==> config.mk <==
export PLATFORM = sky130hd
export DESIGN_NAME = prio_irq_arbiter
export DESIGN_NICKNAME = d
export VERILOG_FILES = /design/src/rtl/irq_arb_pkg.sv /design/src/rtl/irq_arb_pend.sv /design/src/rtl/irq_arb_select.sv /design/src/rtl/irq_arb_nest.sv /design/src/rtl/prio_irq_arbiter.sv
export SDC_FILE = /design/constraint.sdc
export NUM_CORES = 1
export LEC_CHECK = 0
export BUFFER_PORTS_ARGS = -buffer_cell sky130_fd_sc_hd__buf_2
export CORE_MARGIN = 10
export CORE_UTILIZATION = 50
export DETAILED_ROUTE_END_ITERATION = 7
export PLACE_DENSITY_LB_ADDON = 0.1
export SLEW_MARGIN = 20
export SYNTH_ARGS = -nofsm -noshare
export SYNTH_HDL_FRONTEND = slang
export SYNTH_HIERARCHICAL = 1
export SYNTH_SLANG_ARGS = --single-unit
export TNS_END_PERCENT = 10
==> constraint.sdc <==
create_clock -name clk -period 15.8 [get_ports clk]
set_clock_uncertainty 0.2 [all_clocks]
set_input_delay 1.58 -clock clk [delete_from_list [all_inputs] [get_ports clk]]
set_output_delay 1.58 -clock clk [all_outputs]
set_load 0.05 [all_outputs]
==> src/rtl/irq_arb_pkg.sv <==
package irq_arb_pkg;

  localparam int LVL_W = 3;

  typedef logic [LVL_W-1:0] lvl_t;

  // control register addresses (lower half of the address space)
  typedef enum logic [2:0] {
    RA_ENABLE   = 3'd0,
    RA_PEND_SET = 3'd1,
    RA_PEND_CLR = 3'd2,
    RA_GROUP    = 3'd3,
    RA_BASE     = 3'd4
  } ctl_addr_e;

  // implemented level lives in the top three bits of the byte
  function automatic lvl_t field_to_lvl(input logic [7:0] f);
    return f[7:5];
  endfunction

  function automatic logic [7:0] lvl_to_field(input lvl_t l);
    return {l, 5'b0_0000};
  endfunction

  // preemption key: keep the upper G level bits, G saturating at three
  function automatic lvl_t preempt_key(input lvl_t l, input logic [2:0] g);
    lvl_t m;
    case (g)
      3'd0:    m = 3'b000;
      3'd1:    m = 3'b100;
      3'd2:    m = 3'b110;
      default: m = 3'b111;
    endcase
    return l & m;
  endfunction

  // base threshold: zero disables, otherwise levels >= threshold are blocked
  function automatic logic base_blocks(input lvl_t l, input lvl_t bm);
    return (bm != '0) && (l >= bm);
  endfunction

endpackage

==> src/rtl/irq_arb_pend.sv <==
module irq_arb_pend #(
  parameter int N_IRQ = 8
) (
  input  logic             clk,
  input  logic             rst_n,
  input  logic [N_IRQ-1:0] lines,
  input  logic [N_IRQ-1:0] sw_set,
  input  logic [N_IRQ-1:0] sw_clr,
  input  logic [N_IRQ-1:0] ack_clr,
  output logic [N_IRQ-1:0] raise_o,
  output logic [N_IRQ-1:0] pend_o
);

  for (genvar i = 0; i < N_IRQ; i++) begin : g_line
    logic prev_q;
    logic pend_q;
    logic raise;

    assign raise = (lines[i] & ~prev_q) | sw_set[i];

    always_ff @(posedge clk or negedge rst_n) begin
      if (!rst_n) begin
        prev_q <= 1'b0;
        pend_q <= 1'b0;
      end else begin
        prev_q <= lines[i];
        // a new raise beats any clear in the same cycle
        pend_q <= (pend_q & ~(sw_clr[i] | ack_clr[i])) | raise;
      end
    end

    assign raise_o[i] = raise;
    assign pend_o[i]  = pend_q;
  end

endmodule

==> src/rtl/irq_arb_select.sv <==
module irq_arb_select
  import irq_arb_pkg::*;
#(
  parameter  int N_IRQ = 8,
  localparam int IDXW  = $clog2(N_IRQ)
) (
  input  logic [N_IRQ-1:0]       pend,
  input  logic [N_IRQ-1:0]       en,
  input  lvl_t [N_IRQ-1:0]       lvls,
  input  lvl_t                   base,
  output logic                   win_valid,
  output logic [IDXW-1:0]        win_idx,
  output lvl_t                   win_lvl
);

  logic [N_IRQ-1:0] cand;

  for (genvar i = 0; i < N_IRQ; i++) begin : g_cand
    assign cand[i] = pend[i] & en[i] & ~base_blocks(lvls[i], base);
  end

  // linear scan; strict compare keeps the lowest index on ties
  always_comb begin
    win_valid = 1'b0;
    win_idx   = '0;
    win_lvl   = '0;
    for (int i = 0; i < N_IRQ; i++) begin
      if (cand[i] && (!win_valid || (lvls[i] < win_lvl))) begin
        win_valid = 1'b1;
        win_idx   = IDXW'(i);
        win_lvl   = lvls[i];
      end
    end
  end

endmodule

==> src/rtl/irq_arb_nest.sv <==
module irq_arb_nest
  import irq_arb_pkg::*;
#(
  parameter  int DEPTH = 8,
  localparam int CW    = $clog2(DEPTH + 1),
  localparam int PW    = (DEPTH > 1) ? $clog2(DEPTH) : 1
) (
  input  logic          clk,
  input  logic          rst_n,
  input  logic          push,
  input  lvl_t          push_key,
  input  logic          pop,
  output logic          active,
  output lvl_t          top_key,
  output logic [CW-1:0] depth
);

  lvl_t          keys_q [DEPTH];
  logic [CW-1:0] cnt_q;
  logic          pop_eff;
  logic          push_eff;
  logic [CW-1:0] base_cnt;
  logic [PW-1:0] wr_idx;
  logic [PW-1:0] top_idx;

  assign pop_eff  = pop && (cnt_q != '0);
  assign base_cnt = cnt_q - CW'(pop_eff);
  assign push_eff = push && (base_cnt < CW'(DEPTH));
  assign wr_idx   = PW'(base_cnt);
  assign top_idx  = PW'(cnt_q - CW'(1));

  always_ff @(posedge clk or negedge rst_n) begin
    if (!rst_n) begin
      cnt_q <= '0;
      for (int i = 0; i < DEPTH; i++) keys_q[i] <= '0;
    end else begin
      if (push_eff) keys_q[wr_idx] <= push_key;
      cnt_q <= base_cnt + CW'(push_eff);
    end
  end

  assign active  = (cnt_q != '0);
  assign top_key = active ? keys_q[top_idx] : '0;
  assign depth   = cnt_q;

endmodule

==> src/rtl/prio_irq_arbiter.sv <==
module prio_irq_arbiter
  import irq_arb_pkg::*;
#(
  parameter  int N_IRQ      = 8,
  parameter  int NEST_DEPTH = 8,
  localparam int IDXW       = $clog2(N_IRQ),
  localparam int AW         = IDXW + 1,
  localparam int DW         = (N_IRQ > 8) ? N_IRQ : 8,
  localparam int CW         = $clog2(NEST_DEPTH + 1)
) (
  input  logic             clk,
  input  logic             rst_n,
  input  logic [N_IRQ-1:0] irq_in,
  input  logic             reg_we,
  input  logic [AW-1:0]    reg_addr,
  input  logic [DW-1:0]    reg_wdata,
  output logic [DW-1:0]    reg_rdata,
  input  logic             cpu_mask_all,
  input  logic             cpu_ack,
  input  logic             cpu_exit,
  output logic             cpu_irq,
  output logic [IDXW-1:0]  cpu_vec,
  output logic [7:0]       cpu_level
);

  logic [N_IRQ-1:0] en_q;
  lvl_t [N_IRQ-1:0] lvl_q;
  logic [2:0]       grp_q;
  lvl_t             base_q;

  logic             is_prio;
  logic [IDXW-1:0]  prio_sel;
  logic             hit_en, hit_set, hit_clr, hit_grp, hit_base;
  logic [N_IRQ-1:0] sw_set, sw_clr, ack_clr;
  logic [N_IRQ-1:0] pend, raise;
  logic             win_valid;
  logic [IDXW-1:0]  win_idx;
  lvl_t             win_lvl;
  logic             active;
  lvl_t             top_key;
  logic [CW-1:0]    depth;
  logic             preempt_ok;
  logic             take;

  // address decode
  assign is_prio  = reg_addr[AW-1];
  assign prio_sel = reg_addr[IDXW-1:0];
  assign hit_en   = (reg_addr == AW'(RA_ENABLE));
  assign hit_set  = (reg_addr == AW'(RA_PEND_SET));
  assign hit_clr  = (reg_addr == AW'(RA_PEND_CLR));
  assign hit_grp  = (reg_addr == AW'(RA_GROUP));
  assign hit_base = (reg_addr == AW'(RA_BASE));

  assign sw_set  = (reg_we && hit_set) ? reg_wdata[N_IRQ-1:0] : '0;
  assign sw_clr  = (reg_we && hit_clr) ? reg_wdata[N_IRQ-1:0] : '0;
  assign take    = cpu_ack && cpu_irq;
  assign ack_clr = take ? (N_IRQ'(1) << cpu_vec) : '0;

  // configuration registers
  always_ff @(posedge clk or negedge rst_n) begin
    if (!rst_n) begin
      en_q   <= '0;
      lvl_q  <= '0;
      grp_q  <= '0;
      base_q <= '0;
    end else if (reg_we) begin
      if (is_prio)  lvl_q[prio_sel] <= field_to_lvl(reg_wdata[7:0]);
      if (hit_en)   en_q            <= reg_wdata[N_IRQ-1:0];
      if (hit_grp)  grp_q           <= reg_wdata[2:0];
      if (hit_base) base_q          <= reg_wdata[2:0];
    end
  end

  irq_arb_pend #(.N_IRQ(N_IRQ)) pend_i (
    .clk     (clk),
    .rst_n   (rst_n),
    .lines   (irq_in),
    .sw_set  (sw_set),
    .sw_clr  (sw_clr),
    .ack_clr (ack_clr),
    .raise_o (raise),
    .pend_o  (pend)
  );

  irq_arb_select #(.N_IRQ(N_IRQ)) sel_i (
    .pend      (pend),
    .en        (en_q),
    .lvls      (lvl_q),
    .base      (base_q),
    .win_valid (win_valid),
    .win_idx   (win_idx),
    .win_lvl   (win_lvl)
  );

  irq_arb_nest #(.DEPTH(NEST_DEPTH)) nest_i (
    .clk      (clk),
    .rst_n    (rst_n),
    .push     (take),
    .push_key (preempt_key(win_lvl, grp_q)),
    .pop      (cpu_exit),
    .active   (active),
    .top_key  (top_key),
    .depth    (depth)
  );

  assign preempt_ok = !active || (preempt_key(win_lvl, grp_q) < top_key);
  assign cpu_irq    = win_valid && preempt_ok && !cpu_mask_all;
  assign cpu_vec    = win_idx;
  assign cpu_level  = lvl_to_field(win_lvl);

  // read port
  always_comb begin
    reg_rdata = '0;
    if (is_prio)                 reg_rdata = DW'(lvl_to_field(lvl_q[prio_sel]));
    else if (hit_en)             reg_rdata = DW'(en_q);
    else if (hit_set || hit_clr) reg_rdata = DW'(pend);
    else if (hit_grp)            reg_rdata = DW'(grp_q);
    else if (hit_base)           reg_rdata = DW'(base_q);
  end

endmodule

==> qor_table.md, run 1 <==
| Result | Value | Unit |
| --- | --- | --- |
| Total placed cells including tap cells | 837 | - |
| Net count, final | 747 | - |
| Hold WC Path Type | flip-flop to flip-flop | - |
| Footprint of the flip-flops and latches | 2050 | µm² |
| Placement Rows | 41 | - |
| Outcome | finished, final reports clean | - |
| Final estimated routing congestion in global placement | 0.895 | - |
| Antenna diode count | 0 | - |
| # clock sinks | 82 | - |
| Core occupancy in the finished layout | 0.554 | - |
| Vert. Die Dim | 133 | µm |
| Cell Area, Synth | 6400 | µm² |
| Total wire length | 17.8 | mm |
| Critical path required time | 14020 | ps |
| Number of fill cells in the layout | 1120 | - |
| I/O Buffers | 40 | - |
| Critical register-to-register path startpoint | base_q[1]$_DFFE_PN0P_ | - |
| Type of origin of the critical path | flip-flop | - |
| Overall routing resource usage | 0.200 | - |
| Crit. End Element | primary output | - |
| Remaining max-slew budget at the tightest pin | 0.445 | - |
| Slew at the pin closest to its max-slew limit | 828 | ps |
| Detailed placer's ending HPWL | 13.6 | mm |
| TritonCTS Buffers | 9 | - |
| H-tree lvl count | 3 | - |
| Final hold violation count | 0 | - |
| MaxCap Viol Count | 0 | - |
| Average routed wire per standard cell | 20.9 | µm |
| Leak | 3.18 | nW |
| Clk slew on worst S/H paths | 60 | ps |
| IR Drop Worst-Case VDD | 239 | µV |
| Clock tree root buffer cell | clkbuf_16 | - |
| Highest clock frequency the design can meet | 67.7 | MHz |
| Start point of the critical path | base_q[1]$_DFFE_PN0P_ | - |
| Total power consumption of the routed design | 1.60 | mW |
| Quantity of hold-fixing buffers added after cts | 0 | - |
| Non-filler instance count after layout | 853 | - |
| Mapped Cells | 653 | - |
| Max FO, Critical Path | 9 | - |
| Die Area | 17700 | µm² |
| Ratio of cells with drive above 1 in the final layout | 0.209 | - |
| Layout Area Growth over Synthesis | 8.66 | % |
| Final worst hold slack | 283 | ps |
| Buffering stage count on the worst path with inverters included | 4 | - |
| Power Dens Cells | 230 | nW/µm² |
| Unrepaired setup endpoints after global routing | no | - |
| Placeable core area | 12600 | µm² |
| Longest Clk Path Bufs | 2 | - |
| Area of the multi-input gates | 4010 | µm² |
| Average size of a mapped cell | 9.81 | µm² |
| Length of the first detailed-routing pass in iterations | 5 | - |
| Count of vias placed by the detailed router | 5271 | - |
| Minimum period implied by the final worst setup slack | 14770 | ps |
| Max incr delay on CP | 440 | ps |
| Crit path top cell by count | ha_1 | - |
| Final TNS setup | 0 | ps |
| Data arrival at the endpoint of the critical path | 12990 | ps |
| Count of nets left with antenna violations after detail routing | 0 | - |
| Num ports | 46 | - |
| Average via count per standard cell | 6.18 | - |
| Largest net degree at the start of global routing | 83 | - |
| Syn. warnings | 6 | - |
| Hold Crit Start | nest_i/keys_q[20]$_DFFE_PN0P_ | - |
| DIE WIDTH | 133 | µm |
| Number of antenna violations at the first check in global routing | 0 | - |
| Type of the worst setup path | flip-flop to primary output | - |
| Max-slew violation count | 0 | - |
| Clock latency of the later-clocked register in the worst-skew pair | 340 | ps |
| Number of global-route vias before repair | 5169 | - |
| Cell with the largest stage delay on the worst path | dfrtp_1 | - |
| Share of the clock period used by the worst path | 0.935 | - |
| Number of design rule violations left after detail routing | 0 | - |
| Global-route wire length before repair | 28.6 | mm |
| Starting density of the core | 0.510 | - |
| Number of DRC markers in iteration 0 | 431 | - |
| Final global-route overflow total | 0 | - |
| Setup-violating endpoint count in the final report | 0 | - |
| CTS tree | built | - |
| Cell family with the largest share of critical-path delay | compound AO/OA/AOI/OAI gates | - |
[sequential cells by signal, summed over array words and instances (netlist names)]
| signal | flops |
|---|---|
| pend_i/g_line.prev_q | 8 |
| nest_i/keys_q | 24 |
| nest_i/depth | 4 |
| base_q | 3 |
| lvl_q | 24 |
| grp_q | 3 |
| en_q | 8 |
| pend_i/g_line.pend_q | 8 |
[power by group]
group / total (mW) / switching, mW / internal [mW]
combinational: 1.03 / 0.655 / 0.375
clock: 0.227 / 0.0880 / 0.139
sequential: 0.341 / 0.0730 / 0.268
[final timing paths]
kind,end,cells past startpoint,slack (ps)
worst min-delay path,nest_i/keys_q[20]$_DFFE_PN0P_,1,280
worst min register to register,nest_i/keys_q[20]$_DFFE_PN0P_,1,280
worst max-delay path,cpu_irq,56,1030
worst max register to register,nest_i/keys_q[22]$_DFFE_PN0P_,60,1440
min in group asynchronous,pend_i/g_line[1].prev_q$_DFF_PN0_,1,1070
max in group asynchronous,base_q[0]$_DFFE_PN0P_,1,13780
[routing by layer]
layer	track usage	routed length [µm]	up-vias
met2	0.315	8220	168
met1	0.276	8230	2613
met5	0	0	-
met4	0.0635	286	0
met3	0.0297	1080	20
li1	-	-	2470
[cell type report]
class,count,area share
Clock buffer,10,0.0329
Clock inverter,6,0.0129
Inverter,40,0.0216
Multi-Input combinational cell,502,0.576
Sequential cell,82,0.295
Tap cell,172,0.0309
Timing Repair Buffer,41,0.0307
[layout by cell type (no fill, tap or decap), types with 10 or more instances in the layout]
cell type / n
nor2_1: 46
o21a_1: 10
nand2_1: 32
nand3_1: 11
mux2_1: 24
ha_1: 45
a21oi_1: 27
mux2i_1: 17
and2_1: 20
o21ai_0: 22
dfrtp_1: 81
nand2b_1: 17
buf_2: 39
inv_1: 39
mux2_2: 47
[metrics by stage]
stage          setup WS, ps  cell area (µm²)
3_5_place_dp           1350             6630
4_1_cts                 915             6950
3_3_place_gp           1690             6630
2_1_floorplan          1980             6420
6_report               1030             6960
5_1_grt                6.78             6960
[repair_timing]
action	in CTS	in global routing
resized for setup	0	2
endpoints found under the hold margin	0	0
buffers inserted	0	0
setup endpoints to repair	0	1
(Power assumes the default switching activity.)
==> run 2: changes to the inputs <==
--- a/config.mk
+++ b/config.mk
@@ -6,10 +6,13 @@
 export NUM_CORES = 1
 export LEC_CHECK = 0
 export BUFFER_PORTS_ARGS = -buffer_cell sky130_fd_sc_hd__buf_2
+export CELL_PAD_IN_SITES_DETAIL_PLACEMENT = 1
+export CELL_PAD_IN_SITES_GLOBAL_PLACEMENT = 2
 export CORE_MARGIN = 10
-export CORE_UTILIZATION = 50
+export CORE_UTILIZATION = 40
 export DETAILED_ROUTE_END_ITERATION = 7
 export PLACE_DENSITY_LB_ADDON = 0.1
+export RECOVER_POWER = 50
 export SLEW_MARGIN = 20
 export SYNTH_ARGS = -nofsm -noshare
 export SYNTH_HDL_FRONTEND = slang
==> qor_table.md, run 2 (synthesis gave the netlist of run 1 again) <==
| Result | Value | Unit |
| --- | --- | --- |
| Outcome | complete, but fails checks | - |
| # clock sinks | 82 | - |
| TritonCTS Buffers | 9 | - |
| Placement Rows | 46 | - |
| Max incr delay on CP | 520 | ps |
| Max FO, Critical Path | 12 | - |
| Detailed placer's ending HPWL | 15.7 | mm |
| Instance count on the critical path | 56 | - |
| Most frequent cells in the layout | dfrtp_1, mux2_2, nor2_1 | - |
| DIE WIDTH | 147 | µm |
| Fraction of power consumed by the clock network | 0.133 | - |
| Unrepaired setup endpoints after global routing | no | - |
| Highest clock frequency the design can meet | 67.7 | MHz |
| Critical register-to-register path startpoint | base_q[0]$_DFFE_PN0P_ | - |
| Number of antenna violations at the first check in global routing | 0 | - |
| Largest regs | lvl_q: 24 flops, nest_i/keys_q: 24 flops | - |
| Slew at the pin closest to its max-slew limit | 2770 | ps |
| Count of nets left with antenna violations after detail routing | 0 | - |
| IR Drop Worst-Case VDD | 229 | µV |
| Data arrival at the endpoint of the critical path | 13000 | ps |
| Post-DP Area | 6690 | µm² |
| Clk slew on worst S/H paths | 60 | ps |
| Psw | 844 | µW |
| Starting density of the core | 0.406 | - |
| Final estimated routing congestion in global placement | 0.838 | - |
| Largest net degree at the start of global routing | 50 | - |
| Power Dens Cells | 231 | nW/µm² |
| Cell family with the largest share of critical-path delay | compound AO/OA/AOI/OAI gates | - |
| Critical Path Sink | cpu_irq | - |
| Cell with the largest stage delay on the worst path | dfrtp_2 | - |
| Final hold violation count | 0 | - |
| Type of origin of the critical path | flip-flop | - |
| Logic depth of the worst register-to-register path | 60 | - |
| Crit path top cell by count | ha_1 | - |
| Average routed wire per standard cell | 22.3 | µm |
| Start point of the critical path | base_q[0]$_DFFE_PN0P_ | - |
| Critical path required time | 14020 | ps |
| Type of the worst setup path | flip-flop to primary output | - |
| Worst Slack Setup Final | 1020 | ps |
| H-tree lvl count | 3 | - |
| Buffering stage count on the worst path with inverters included | 3 | - |
| Switching share of total power | 0.520 | - |
| Number of global-route vias before repair | 5644 | - |
| End of the worst register-to-register path | nest_i/keys_q[10]$_DFFE_PN0P_ | - |
| Minimum period implied by the final worst setup slack | 14780 | ps |
| MaxCap Viol Count | 2 | - |
| Antenna diode count | 0 | - |
| Final TNS setup | 0 | ps |
| Setup-violating endpoint count in the final report | 0 | - |
| Final worst hold slack | 288 | ps |
| Sequential Power Share | 0.212 | - |
| Number of design rule violations left after detail routing | 0 | - |
| Ratio of cells with drive above 1 in the final layout | 0.208 | - |
| Hold WC Path Type | flip-flop to flip-flop | - |
| Leak | 3.17 | nW |
| Total wire length | 20.2 | mm |
| Cell internal pwr | 780 | µW |
| Net count, final | 753 | - |
| Combinational group share of total power | 0.655 | - |
| Longest Clk Path Bufs | 2 | - |
| Overall routing resource usage | 0.187 | - |
| Clock latency of the later-clocked register in the worst-skew pair | 350 | ps |
| Global-route wire length before repair | 32.0 | mm |
| Most common cell after layout, fill and taps aside | dfrtp_1 | - |
| Remaining max-slew budget at the tightest pin | -0.844 | - |
| I/O Buffers | 40 | - |
| Violated checks | capacitance limit, slew limit | - |
| Num ports | 46 | - |
| Count of vias placed by the detailed router | 5246 | - |
| Placeable core area | 15800 | µm² |
| Hold Crit Start | nest_i/keys_q[20]$_DFFE_PN0P_ | - |
| Crit. End Element | primary output | - |
| Share of the clock period used by the worst path | 0.935 | - |
| Vert. Die Dim | 147 | µm |
| CTS tree | built | - |
| Average via count per standard cell | 5.81 | - |
| Max-slew violation count | 85 | - |
| Die Area | 21500 | µm² |
| Final Cell Area | 7030 | µm² |
| Worst-case register-to-register setup slack | 1450 | ps |
| Length of the first detailed-routing pass in iterations | 4 | - |
| Quantity of hold-fixing buffers added after cts | 0 | - |
| Number of DRC markers in iteration 0 | 216 | - |
| Total power consumption of the routed design | 1.62 | mW |
| Final global-route overflow total | 0 | - |
| Layout Area Growth over Synthesis | 9.81 | % |
| Clock tree root buffer cell | clkbuf_16 | - |
| Place WS | 1020 | ps |
[run 2: cell count changes in the layout (fill, tap and decap cells not counted), moves of 2 or more]
cell,before,now
inv_1,39,37
clkbuf_1,1,8
clkinvlp_4,1,3
buf_2,39,33
buf_4,1,6
[run 2: metal layers]
layer  up-vias  wire, µm  part of all wire  GRT usage
met1      2670      9900              0.49      0.258
met2        88      9120              0.45      0.292
met5         -         0                 0          0
met4         0       359             0.018     0.0616
li1       2465         -                 -          -
met3        23       794             0.039     0.0306
[run 2: timing repair]
action                                  CTS  global route
endpoints found under the setup margin    0             4
setup buffers                             0             5
resized for setup                         0             4
[run 2: per-stage QoR]
step | std cells | utilization
2_1_floorplan | 657 | -
3_3_place_gp | 882 | 0.424
3_5_place_dp | 882 | 0.424
4_1_cts | 898 | 0.444
5_1_grt | 903 | 0.446
6_report | 903 | 0.446
[run 2: how the worst min path moves through the flow]
stage / endpoint / depth (start not counted)
after detailed placement: nest_i/keys_q[11]$_DFFE_PN0P_ / 1
after global placement: nest_i/keys_q[9]$_DFFE_PN0P_ / 1
final: nest_i/keys_q[20]$_DFFE_PN0P_ / 1
after CTS: nest_i/keys_q[10]$_DFFE_PN0P_ / 1
after global routing: nest_i/keys_q[20]$_DFFE_PN0P_ / 1
after floorplan: nest_i/keys_q[10]$_DFFE_PN0P_ / 1
[run 2: layout make-up]
type,count,area (µm²)
fill,1826,8740
multi-input combinational,502,4010
sequential,82,2050
tap,216,270
timing repair buffer,47,240
clock buffer,10,239
inverter,40,158
clock inverter,6,65.1
[run 2: power by group through the flow]
stage	sequential, mW	combinational (mW)	clock, mW
global placement	0.342	1.02	0
global route	0.355	1.18	0.229
finish	0.344	1.06	0.216
detailed placement	0.347	1.05	0
floorplan	0.305	0.798	0
CTS	0.343	1.06	0.220
==> run 3: changes to the inputs <==
--- a/config.mk
+++ b/config.mk
@@ -9,7 +9,7 @@
 export CELL_PAD_IN_SITES_DETAIL_PLACEMENT = 1
 export CELL_PAD_IN_SITES_GLOBAL_PLACEMENT = 2
 export CORE_MARGIN = 10
-export CORE_UTILIZATION = 40
+export CORE_UTILIZATION = 35
 export DETAILED_ROUTE_END_ITERATION = 7
 export PLACE_DENSITY_LB_ADDON = 0.1
 export RECOVER_POWER = 50
==> qor_table.md, run 3 (synthesis gave the netlist of run 1 again) <==
| Result | Value | Unit |
| --- | --- | --- |
| Cell internal pwr | 799 | µW |
| Data arrival at the endpoint of the critical path | 12940 | ps |
| Overall routing resource usage | 0.177 | - |
| MaxCap Viol Count | 2 | - |
| Minimum period implied by the final worst setup slack | 14720 | ps |
| Hold WC Path Type | flip-flop to flip-flop | - |
| TritonCTS Buffers | 9 | - |
| Max FO, Critical Path | 6 | - |
| Final TNS setup | 0 | ps |
| H-tree lvl count | 3 | - |
| Largest net degree at the start of global routing | 55 | - |
| Final hold violation count | 0 | - |
| Violated checks | capacitance limit, slew limit | - |
| Total wire length | 21.1 | mm |
| Clk slew on worst S/H paths | 60 | ps |
| Average routed wire per standard cell | 23.0 | µm |
| Final global-route overflow total | 0 | - |
| Unrepaired setup endpoints after global routing | no | - |
| Type of origin of the critical path | flip-flop | - |
| Antenna diode count | 0 | - |
| Crit. End Element | primary output | - |
| Post-DP Area | 6720 | µm² |
| Starting density of the core | 0.356 | - |
| Vert. Die Dim | 155 | µm |
| Worst hold path stage count | 1 | - |
| Ratio of cells with drive above 1 in the final layout | 0.217 | - |
| Placeable core area | 18000 | µm² |
| Quantity of hold-fixing buffers added after cts | 0 | - |
| Outcome | complete, but fails checks | - |
| Length of the first detailed-routing pass in iterations | 5 | - |
| Most frequent cells in the layout | dfrtp_1, mux2_2, nor2_1 | - |
| Slew at the pin closest to its max-slew limit | 2980 | ps |
| Number of DRC markers in iteration 0 | 326 | - |
| Global-route wire length before repair | 33.5 | mm |
| Detailed placer's ending HPWL | 16.6 | mm |
| Clock latency of the later-clocked register in the worst-skew pair | 340 | ps |
| Amount of wire on met3 after detailed routing | 760 | µm |
| Sequential Power Share | 0.209 | - |
| Met1 wire length | 10.0 | mm |
| Count of vias placed by the detailed router | 5281 | - |
| DIE WIDTH | 155 | µm |
| CTS tree | built | - |
| Placement Rows | 49 | - |
| Number of design rule violations left after detail routing | 0 | - |
| Cell with the largest stage delay on the worst path | dfrtp_1 | - |
| Number of fill cells in the layout | 2043 | - |
| Num ports | 46 | - |
| Leak | 3.18 | nW |
| Highest clock frequency the design can meet | 67.9 | MHz |
| Type of the worst setup path | flip-flop to primary output | - |
| Combinational group share of total power | 0.653 | - |
| Core occupancy in the finished layout | 0.395 | - |
| Average via count per standard cell | 5.76 | - |
| Total placed cells including tap cells | 895 | - |
| Met2 routed WL | 9.91 | mm |
| Setup-violating endpoint count in the final report | 0 | - |
| Number of global-route vias before repair | 5725 | - |
| Fraction of power consumed by the clock network | 0.138 | - |
| Max incr delay on CP | 420 | ps |
| Psw | 856 | µW |
| Layout Area Growth over Synthesis | 10.9 | % |
| Clock tree root buffer cell | clkbuf_16 | - |
| Number of antenna violations at the first check in global routing | 1 | - |
| Logic depth of the worst register-to-register path | 61 | - |
| Die Area | 24100 | µm² |
| # clock sinks | 82 | - |
| IR Drop Worst-Case VDD | 226 | µV |
| Final estimated routing congestion in global placement | 0.843 | - |
| Max-slew violation count | 85 | - |
| Net count, final | 755 | - |
| Top Layer Used | met4 | - |
| Critical path required time | 14020 | ps |
| Largest regs | lvl_q: 24 flops, nest_i/keys_q: 24 flops | - |
| Longest Clk Path Bufs | 2 | - |
| Remaining max-slew budget at the tightest pin | -0.990 | - |
| Switching share of total power | 0.517 | - |
| I/O Buffers | 40 | - |
| Final Cell Area | 7100 | µm² |
| Count of nets left with antenna violations after detail routing | 0 | - |
| Power Dens Cells | 233 | nW/µm² |
| Non-filler instance count after layout | 917 | - |
| Most common cell after layout, fill and taps aside | dfrtp_1 | - |
| Crit path top cell by count | ha_1 | - |
| Share of the clock period used by the worst path | 0.932 | - |
[run 3: what timing repair did]
| item | in CTS | in global routing |
|---|---|---|
| buffers inserted | 0 | 7 |
| setup endpoints to repair | 0 | 28 |
| gates resized for setup | 0 | 9 |
[run 3: layout make-up]
| type | instances | area (µm²) | area share |
|---|---|---|---|
| Clock buffer | 10 | 239 | 0.0336 |
| Multi-Input combinational cell | 502 | 4030 | 0.568 |
| Tap cell | 229 | 287 | 0.0403 |
| Sequential cell | 82 | 2050 | 0.289 |
| Inverter | 40 | 158 | 0.0222 |
| Timing Repair Buffer | 49 | 255 | 0.0359 |
| Clock inverter | 5 | 78.8 | 0.0111 |
[run 3: critical path, delay by kind of cell, from the launching register on]
| kind | cells | cell delay, ps |
|---|---|---|
| AOI/OAI and AO/OA | 31 | 6390 |
| adders and majority gates | 9 | 2480 |
| buffers and inverters | 4 | 550 |
| DFF | 1 | 420 |
| muxes | 3 | 1010 |
| and+or+nand+nor | 10 | 1750 |
[run 3: power groups by stage]
| stage | logic [mW] | clock network [mW] | registers [mW] |
|---|---|---|---|
| CTS | 1.06 | 0.235 | 0.345 |
| finish | 1.08 | 0.229 | 0.346 |
| global placement | 1.03 | 0 | 0.347 |
| global route | 1.19 | 0.244 | 0.357 |
| detailed placement | 1.05 | 0 | 0.349 |
| floorplan | 0.798 | 0 | 0.305 |
[run 3: routing by layer]
layer	track usage	up-vias
met5	0	-
met4	0.0499	0
met3	0.0325	20
met2	0.290	104
met1	0.233	2681
li1	-	2476
[run 3: through the flow]
step                      hold WS, ps  setup WS (ps)  power, mW
after floorplan                   252           1980       1.10
after global placement            269           1420       1.37
after detailed placement          275            862       1.40
after CTS                         290            434       1.64
after global routing              309           49.1       1.79
final                             288           1080       1.66
[run 3: path summary, 6_finish.rpt]
kind	from	to	slack, ps
worst max-delay path	lvl_q[0]$_DFFE_PN0P_	cpu_irq	1080
worst min-delay path	nest_i/keys_q[7]$_DFFE_PN0P_	nest_i/keys_q[7]$_DFFE_PN0P_	290
worst max register to register	lvl_q[0]$_DFFE_PN0P_	nest_i/keys_q[23]$_DFFE_PN0P_	1430
worst min register to register	nest_i/keys_q[7]$_DFFE_PN0P_	nest_i/keys_q[7]$_DFFE_PN0P_	290
max in group asynchronous	rst_n	nest_i/depth[1]$_DFF_PN0_	10430
min in group asynchronous	rst_n	pend_i/g_line[0].prev_q$_DFF_PN0_	1440
